`src/rtl/e1_sa_link.sv`:
```
module e1_sa_link #(
  parameter int SA_N     = 5,
  parameter int SA_FIRST = 3,
  parameter int MF_LEN   = 16,
  parameter int MF_PER   = 2,
  parameter int CNT_W    = 8,
  parameter int WORD_W   = MF_PER * MF_LEN / 2,
  parameter int SEL_W    = $clog2(SA_N)
) (
  input  logic              clk,
  input  logic              rst_n,
  input  logic              rx_valid,
  input  logic              rx_data,
  input  logic              rx_fs,
  input  logic              rx_mfs,
  input  logic              rx_aligned,
  input  logic              irq_en,
  input  logic              rd_ack,
  input  logic [SEL_W-1:0]  rd_sel,
  output logic [WORD_W-1:0] rd_word,
  output logic              irq,
  output logic              pending,
  output logic              overrun,
  input  logic              wr_en,
  input  logic [SEL_W-1:0]  wr_sel,
  input  logic [WORD_W-1:0] wr_word,
  input  logic [SA_N-1:0]   tx_sel,
  input  logic              tx_valid,
  input  logic              tx_fs,
  input  logic              tx_mfs,
  input  logic              tx_sys_data,
  output logic              tx_data_out,
  output logic              tx_sa_drv
);
  localparam int FW = $clog2(MF_LEN);
  localparam int HW = (MF_PER > 1) ? $clog2(MF_PER) : 1;
  localparam int IW = $clog2(WORD_W);
  localparam logic [CNT_W-1:0] P_LO = CNT_W'(SA_FIRST);
  localparam logic [CNT_W-1:0] P_HI = CNT_W'(SA_FIRST + SA_N - 1);
  localparam logic [FW-1:0]    F_LAST = FW'(MF_LEN - 1);
  localparam logic [HW-1:0]    H_LAST = HW'(MF_PER - 1);

  logic [CNT_W-1:0] r_cnt, t_cnt;
  logic [FW-1:0]    r_frm, t_frm;
  logic [HW-1:0]    r_half, t_half;
  logic             r_coll, t_go, pend_q, ovr_q;
  logic [SA_N-1:0][WORD_W-1:0] col_q, col_nx, stk_q, tstk_q;

  logic             r_slot, cap, done, mf_mark;
  logic [SEL_W-1:0] r_i, t_i;
  logic [IW-1:0]    r_idx, t_idx;
  logic             t_slot;

  assign mf_mark = rx_valid & rx_fs & rx_mfs;
  assign r_slot  = rx_valid & ~rx_fs & r_frm[0] & (r_cnt >= P_LO) & (r_cnt <= P_HI);
  assign cap     = r_coll & rx_aligned & r_slot;
  assign done    = cap & (r_half == H_LAST) & (r_frm == F_LAST) & (r_cnt == P_HI);
  assign r_i     = SEL_W'(r_cnt - P_LO);
  assign r_idx   = IW'({r_half, r_frm[FW-1:1]});

  always_ff @(posedge clk or negedge rst_n) begin
    if (!rst_n) begin
      r_cnt <= '0;
      r_frm <= '0;
    end else if (rx_valid) begin
      if (rx_fs) begin
        r_cnt <= CNT_W'(1);
        r_frm <= rx_mfs ? '0 : r_frm + 1'b1;
      end else if (r_cnt != '1) begin
        r_cnt <= r_cnt + 1'b1;
      end
    end
  end

  always_ff @(posedge clk or negedge rst_n) begin
    if (!rst_n) begin
      r_coll <= 1'b0;
      r_half <= '0;
    end else if (!rx_aligned || done) begin
      r_coll <= 1'b0;
    end else if (mf_mark) begin
      if (r_coll) r_half <= r_half + 1'b1;
      else begin
        r_coll <= 1'b1;
        r_half <= '0;
      end
    end
  end

  always_comb begin
    col_nx = col_q;
    if (cap) col_nx[r_i][r_idx] = rx_data;
  end

  always_ff @(posedge clk or negedge rst_n) begin
    if (!rst_n) begin
      col_q <= '0;
      stk_q <= '0;
    end else begin
      col_q <= col_nx;
      if (done) stk_q <= col_nx;
    end
  end

  always_ff @(posedge clk or negedge rst_n) begin
    if (!rst_n) begin
      pend_q <= 1'b0;
      ovr_q  <= 1'b0;
    end else begin
      if (rd_ack) ovr_q <= 1'b0;
      if (done) begin
        pend_q <= 1'b1;
        if (pend_q && !rd_ack) ovr_q <= 1'b1;
      end else if (rd_ack) begin
        pend_q <= 1'b0;
      end
    end
  end

  assign pending = pend_q;
  assign overrun = ovr_q;
  assign irq     = pend_q & irq_en;
  assign rd_word = (rd_sel < SEL_W'(SA_N)) ? stk_q[rd_sel] : '0;

  always_ff @(posedge clk or negedge rst_n) begin
    if (!rst_n) tstk_q <= '0;
    else if (wr_en && wr_sel < SEL_W'(SA_N)) tstk_q[wr_sel] <= wr_word;
  end

  always_ff @(posedge clk or negedge rst_n) begin
    if (!rst_n) begin
      t_cnt  <= '0;
      t_frm  <= '0;
      t_half <= '0;
      t_go   <= 1'b0;
    end else if (tx_valid) begin
      if (tx_fs) begin
        t_cnt <= CNT_W'(1);
        t_frm <= tx_mfs ? '0 : t_frm + 1'b1;
        if (tx_mfs) begin
          t_half <= t_go ? t_half + 1'b1 : '0;
          t_go   <= 1'b1;
        end
      end else if (t_cnt != '1) begin
        t_cnt <= t_cnt + 1'b1;
      end
    end
  end

  assign t_slot      = tx_valid & t_go & ~tx_fs & t_frm[0] & (t_cnt >= P_LO) & (t_cnt <= P_HI);
  assign t_i         = SEL_W'(t_cnt - P_LO);
  assign t_idx       = IW'({t_half, t_frm[FW-1:1]});
  assign tx_sa_drv   = t_slot & tx_sel[t_i];
  assign tx_data_out = tx_sa_drv ? tstk_q[t_i][t_idx] : tx_sys_data;
endmodule

```
`config.mk`:
```
export PLATFORM = sky130hd
export DESIGN_NAME = e1_sa_link
export DESIGN_NICKNAME = d
export VERILOG_FILES = /design/src/rtl/e1_sa_link.sv
export SDC_FILE = /design/constraint.sdc
export NUM_CORES = 1
export LEC_CHECK = 0
export ABC_AREA = 1
export CORE_MARGIN = 10
export CORE_UTILIZATION = 57
export CTS_CLUSTER_DIAMETER = 120
export DETAILED_ROUTE_END_ITERATION = 7
export DONT_BUFFER_PORTS = 1
export PLACE_DENSITY_LB_ADDON = 0.1
export SLEW_MARGIN = 20
export SYNTH_ARGS = -nofsm -noshare
export SYNTH_HDL_FRONTEND = slang
export SYNTH_SLANG_ARGS = --single-unit
```
`constraint.sdc`:
```
create_clock -name clk -period 2.47 [get_ports clk]
set_input_delay 0.247 -clock clk [delete_from_list [all_inputs] [get_ports clk]]
set_output_delay 0.247 -clock clk [all_outputs]
set_load 0.005 [all_outputs]
```
==> run_results.csv, run 1 <==
group,metric,value,unit
setup_path,critPathTopFamily,"simple AND/OR/NAND/NOR gates",
logic_synthesis,synth_edf_count,0,
setup_path,critPathMaxStageDelay,0.44,ns
global_route,grt-ovfl-total,0,
sta,slew_headroom,0.649,
setup_path,crit_type,"reg -> out",
worst_hold_path,hold_path.class,"in -> async",
logic_synthesis,synth-async-reset-ratio,1.00,
global_route,grt_usage,0.229,
setup_path,critPathCaptureType,"output port",
floorplan,rows,55,
power,p_leak,7.20,nW
place,io_buffers,0,
detailed_routing,via_count,10717,
detailed_routing,drtIter0Drc,1101,
power,power.density,739,nW/um2
detailed_routing,drc,0,
global_route,grt_max_degree,271,
detailed_routing,wl_per_cell,16.7,um
cells_and_area,drive_above_1_share,0.104,
floorplan,die_h,171,um
detailed_routing,post_drt_via_cell_ratio,5.43,
setup_path,required,2.22,ns
power,pwr-share-clk,0.394,
floorplan,pin_count,62,
sta,hold-worst-slack,-0.596,ns
detailed_routing,dr.pass1.iters,5,
clocking,cts.sinks,270,
setup_path,worst_setup_path_start_kind,"flip-flop",
logic_synthesis,synth_seq_area_share,0.523,
setup_path,crit_path_frequent_cell,"nand3_2",
setup_path,crit_path_max_fanout,6,
clocking,clk_path_buf_depth,3,
cells_and_area,area_delta_synth_final,14.0,%
sta,hold_violations,270,
floorplan,die_w,171,um
power,p_int,7.83,mW
sta,drv_slew,0,
logic_synthesis,synth_ff_type,"dfrtp_1",
setup_path,critPathSlowestCell,"dfrtp_2",
floorplan,die_area,29100,um2
logic_synthesis,synth_area_leaders,"dfrtp_1 (52%), nand2_1 (13%), o21ai_0 (6.2%), inv_1 (5.0%), nor2_1 (4.2%)",
place,dp_slack,0.352,ns
sta,fmax,406,MHz
clocking,cts_root_buf,"clkbuf_16",
floorplan,design.core.area,22400,um2
setup_path,r2r_start,"r_cnt[0]",
power,seqPwrFrac,0.453,
sta,fin_skew,0.0132,ns
power,comb_power_share,0.153,
power,power,10.9,mW
clocking,clkTransAtPathRegs,0.06,ns
setup_path,worst-path-buf-inv,1,
clocking,cts_tree,"built",
logic_synthesis,synth_cells,1646,
clocking,h-tree-depth,1,
setup_path,path_depth,11,
sta,period_share,0.997,
logic_synthesis,synth_area,12900,um2
power,swShare,0.280,
global_route,grt_pass1_wl,54.8,mm
clocking,cts_made_buffers,29,
sta,rsz0062_at_grt,"yes",
global_route,grt_pass1_vias,10640,
setup_path,reg2reg_to,"stk_q[57]",
sta,setup_ws,0.00731,ns
power,peakVddDrop,632,uV
place,place_congestion,0.888,
logic_synthesis,ys_types,36,
logic_synthesis,syn_avg_cell_area,7.85,um2
setup_path,r2r_cells,9,
cells_and_area,post-route-util,0.656,
flow_run,maxCapViolCount,0,
cells_and_area,nFillCells,1952,
sta,setup_viol,0,
logic_synthesis,synth_top_cell_by_area,"dfrtp_1",
logic_synthesis,ys_ff_latch,270,
run_status,violations,"hold timing",
setup_path,r2r_slack,0.30,ns
logic_synthesis,yosysWarnings,0,
clocking,clkLatencyLatePin,0.54,ns
cells_and_area,n_antenna_cell,0,
place,dp_hpwl,20.7,mm
floorplan,start_util,0.576,
sta,layout_min_cycle_time,2.46,ns
detailed_routing,drt-total-wl,33.0,mm
global_route,antenna_found_initial,0,
clocking,cts_hold_buffers,26,
detailed_routing,ant_nets,0,
run_status,status,"complete, but fails checks",
logic_synthesis,syn-num-nets,1691,
cells_and_area,final_nets,1712,
logic_synthesis,synth_top_cell_area_share,0.523,
power,p_switching,3.04,mW
setup_path,crit_chain,"ha_4 > nor2_4 > buf_6 > nand2_2 > a21oi_1 > nand2_1 > nand3_2 > nand3_2 > nand3_2 > nand3_2 > nand2_2",
sta,tightest_slew,0.526,ns
setup_path,worstPathArrival,2.22,ns
-- state kept, by name, summed over array words and instances (netlist names) --
signal,flops
t_go,1
t_half,1
pending,1
r_coll,1
col_q,80
r_cnt,8
r_half,1
t_cnt,8
overrun,1
r_frm,4
stk_q,80
t_frm,4
tstk_q,80
-- cell usage in the layout, fill, tap and decap left out, types with 5 or more instances in the layout --
| master | n |
|---|---|
| nor2_4 | 6 |
| buf_4 | 28 |
| clkinvlp_4 | 5 |
| or2_2 | 5 |
| inv_1 | 171 |
| nor2_2 | 20 |
| o21ai_0 | 158 |
| buf_6 | 6 |
| nor2_1 | 139 |
| buf_12 | 5 |
| nand3_1 | 72 |
| clkbuf_8 | 5 |
| nor3_1 | 36 |
| clkbuf_16 | 29 |
| nor3_4 | 9 |
| nand3_2 | 12 |
| nand2_1 | 457 |
| dlygate4sd3_1 | 25 |
| o21ai_1 | 37 |
| nand2_2 | 10 |
| dfrtp_1 | 268 |
| clkinv_2 | 8 |
| inv_2 | 6 |
| o22ai_1 | 20 |
| a21oi_1 | 101 |
-- kinds of logic (layout without fill, tap and decap cells) --
logic type,Yosys count,in the layout,synth area share
AOI/OAI and AO/OA,327,327,0.130
xor gates and xnor gates,3,3,0.00204
adders and majority gates,4,4,0.00388
buffers and inverters,259,301,0.0780
DFF,270,270,0.523
and+or+nand+nor,783,783,0.263
-- synthesized netlist by cell type (4+ instances only) --
library cell  count
clkbuf_1         54
nor2_4            4
nand2_2           4
o22ai_1          20
a21oi_1         105
nor2_1          143
nand3_1          84
inv_1           171
o21ai_0         161
o21ai_1          34
nor3_4            9
nor2_2           18
dfrtp_1         270
nand4_1           4
ha_1              4
or2_2             5
buf_4             5
clkinv_1          4
nor3_1           37
buf_2            13
buf_1             6
nand2_1         463
inv_2             6
-- what timing repair did --
action | 4_1_cts | 5_1_grt
setup buffers | 4 | 1
endpoints found under the hold margin | 478 | 270
cloned | 2 | 0
setup endpoints to repair | 1 | 2
resized for setup | 21 | 37
pin swaps | 2 | 22
-- worst max-delay path by stage --
| stage | start | endpoint | slack [ns] |
|---|---|---|---|
| floorplan | t_cnt[0] | tx_data_out | 0.45 |
| global placement | r_cnt[0] | stk_q[46] | 0.41 |
| detailed placement | r_cnt[0] | stk_q[46] | 0.35 |
| CTS | t_cnt[0] | tx_data_out | 0.006 |
| global route | t_cnt[0] | tx_data_out | -0.11 |
| finish | t_cnt[0] | tx_data_out | 0.007 |
-- layer usage --
metal | wire length, um | GRT usage | share of wire
met1 | 14300 | 0.297 | 0.43
met2 | 16400 | 0.400 | 0.50
met3 | 1620 | 0.0290 | 0.049
met4 | 624 | 0.0564 | 0.019
met5 | 0 | 0 | 0
-- layout make-up --
cell class | count | area, um2 | share of cell area
Inverter | 181 | 691 | 0.0469
Clock buffer | 38 | 810 | 0.0550
Timing Repair Buffer | 68 | 691 | 0.0469
Clock inverter | 14 | 133 | 0.00901
Multi-Input combinational cell | 1117 | 5280 | 0.359
Tap cell | 285 | 357 | 0.0242
Sequential cell | 270 | 6760 | 0.459
-- power groups by stage --
stage | clock network [mW] | registers, mW | logic (mW)
2_1_floorplan | 0 | 4.92 | 1.05
4_1_cts | 4.34 | 4.91 | 1.56
6_report | 4.29 | 4.93 | 1.66
3_3_place_gp | 0 | 4.98 | 1.39
5_1_grt | 4.52 | 4.96 | 1.85
3_5_place_dp | 0 | 4.98 | 1.41
-- stage by stage --
stage / std cells / TNS [ns] / instance area (um2)
4_1_cts: 1972 / 0 / 14600
2_1_floorplan: 1646 / 0 / 12900
3_5_place_dp: 1888 / 0 / 13200
5_1_grt: 1973 / -0.110 / 14700
6_report: 1973 / 0 / 14700
3_3_place_gp: 1888 / 0 / 13200
No activity file was read; power rests on OpenSTA's default activity.
==> inputs of run 2 (changes only) <==
CTS_BUF_LIST = sky130_fd_sc_hd__clkbuf_4   (was unset)
==> run_results.csv, run 2 (same netlist as run 1, synthesis figures left out) <==
group,metric,value,unit
sta,fmax,378,MHz
sta,hold-worst-slack,-0.727,ns
global_route,antenna_found_initial,1,
detailed_routing,ant_nets,0,
setup_path,critPathCaptureType,"output port",
cells_and_area,nFillCells,1981,
run_status,status,"complete, but fails checks",
clocking,clkLatencyLatePin,0.68,ns
clocking,clk_path_buf_depth,3,
global_route,grt-ovfl-total,0,
flow_run,maxCapViolCount,0,
cells_and_area,area_delta_synth_final,15.1,%
sta,setup_ws,-0.174,ns
floorplan,design.core.area,22400,um2
floorplan,start_util,0.576,
setup_path,crit_type,"reg -> out",
place,dp_slack,0.352,ns
sta,drv_slew,0,
floorplan,die_w,171,um
cells_and_area,reg_top3,"col_q (80), stk_q (80), tstk_q (80)",
floorplan,rows,55,
clocking,clkTransAtPathRegs,0.06,ns
sta,fin_skew,0.0344,ns
setup_path,worst_setup_path_start_kind,"flip-flop",
setup_path,crit_path_max_fanout,6,
global_route,grt_pass1_wl,55.7,mm
place,io_buffers,0,
place,placed_cells,1888,
floorplan,pin_count,62,
sta,setup_viol,1,
global_route,grt_max_degree,271,
detailed_routing,dr.pass1.iters,5,
run_status,violations,"hold timing, setup timing",
global_route,grt_pass1_vias,11089,
power,p_leak,7.36,nW
power,peakVddDrop,394,uV
detailed_routing,post_drt_via_cell_ratio,5.38,
sta,tightest_slew,0.532,ns
sta,slew_headroom,0.644,
clocking,cts_root_buf,"clkbuf_4",
worst_hold_path,hold_path.class,"in -> async",
detailed_routing,wl_per_cell,16.3,um
floorplan,die_area,29100,um2
sta,layout_min_cycle_time,2.64,ns
clocking,cts_hold_buffers,29,
place,dp_hpwl,20.7,mm
cells_and_area,post-route-util,0.662,
clocking,cts_made_buffers,75,
power,power.density,721,nW/um2
global_route,grt_usage,0.236,
cells_and_area,final_nets,1763,
detailed_routing,drt-total-wl,33.5,mm
cells_and_area,final_cells,2052,
clocking,h-tree-depth,3,
clocking,cts.sinks,270,
cells_and_area,layout_commonest_cell,"nand2_1",
sta,rsz0062_at_grt,"yes",
sta,hold_violations,270,
detailed_routing,drtIter0Drc,1064,
detailed_routing,drt-met1-wl,14.3,mm
setup_path,worstPathArrival,2.40,ns
sta,period_share,1.07,
floorplan,die_h,171,um
detailed_routing,top_layer_used,"met4",
cells_and_area,drive_above_1_share,0.147,
detailed_routing,via_count,11039,
clocking,cts_tree,"built",
place,place_congestion,0.888,
detailed_routing,met2_length,16.7,mm
setup_path,required,2.22,ns
detailed_routing,dr_wl_met3,1.69,mm
detailed_routing,drc,0,
cells_and_area,final_cell_mix,"nand2_1 (453), dfrtp_1 (269), inv_1 (171), o21ai_0 (158), nor2_1 (140)",
power,power,10.7,mW
-- run 2: area by class of cell --
type	instances	area, um2	share of cell area
clock inverter	15	109	0.00732
antenna	2	5.00	0.000337
inverter	181	693	0.0466
multi-input combinational	1117	5360	0.361
clock buffer	109	818	0.0551
tap	285	357	0.0240
timing repair buffer	73	762	0.0513
sequential	270	6760	0.455
-- run 2: final timing paths --
path | slack (ns) | cells past startpoint | end | from
setup / recovery | -0.17 | 11 | tx_data_out | t_cnt[0]
hold / removal | -0.73 | 0 | tstk_q[47] | rst_n
setup reg to reg | 0.32 | 9 | r_cnt[7] | r_cnt[0]
hold reg to reg | 0.48 | 2 | stk_q[1] | stk_q[1]
max in group asynchronous | 2.76 | 0 | tstk_q[1] | rst_n
min in group clk | 0.05 | 4 | tstk_q[68] | wr_sel[2]
-- run 2: layer usage --
layer | vias to the layer above | GRT usage
met2 | 297 | 0.400
met1 | 5221 | 0.292
li1 | 5453 | -
met3 | 68 | 0.0452
met5 | - | 0
met4 | 0 | 0.0934
-- run 2: critical path, cell delays in order, from the launching register on --
cell	delay, ns
dfrtp_2	0.45
ha_4	0.29
nor2_4	0.12
buf_6	0.14
nand2_1	0.07
a21oi_2	0.16
nand2_2	0.07
nand3_2	0.08
nand3_2	0.09
nand3_2	0.08
nand3_2	0.08
nand2_2	0.08
-- run 2: per-stage QoR --
| stage | area (um2) | hold WS, ns | TNS [ns] |
|---|---|---|---|
| after CTS | 14800 | -0.771 | -0.139 |
| after detailed placement | 13200 | -0.0356 | 0 |
| after global routing | 14900 | -0.770 | -0.407 |
| after global placement | 13200 | -0.0328 | 0 |
| final | 14900 | -0.727 | -0.174 |
| after floorplan | 12900 | -0.0486 | 0 |
-- run 2: power by group --
group          internal, mW  total, mW  switching [mW]
logic                 0.664       1.77            1.11
clock network          2.21       4.03            1.82
registers              4.72       4.92           0.209
total                  7.59       10.7            3.13
-- run 2: repair_timing --
action / 4_1_cts / 5_1_grt
endpoints found under the hold margin: 539 / 270
pin swaps: 23 / 5
setup buffers: 4 / 2
endpoints found under the setup margin: 2 / 3
gates cloned: 4 / 0
gates resized for setup: 66 / 8
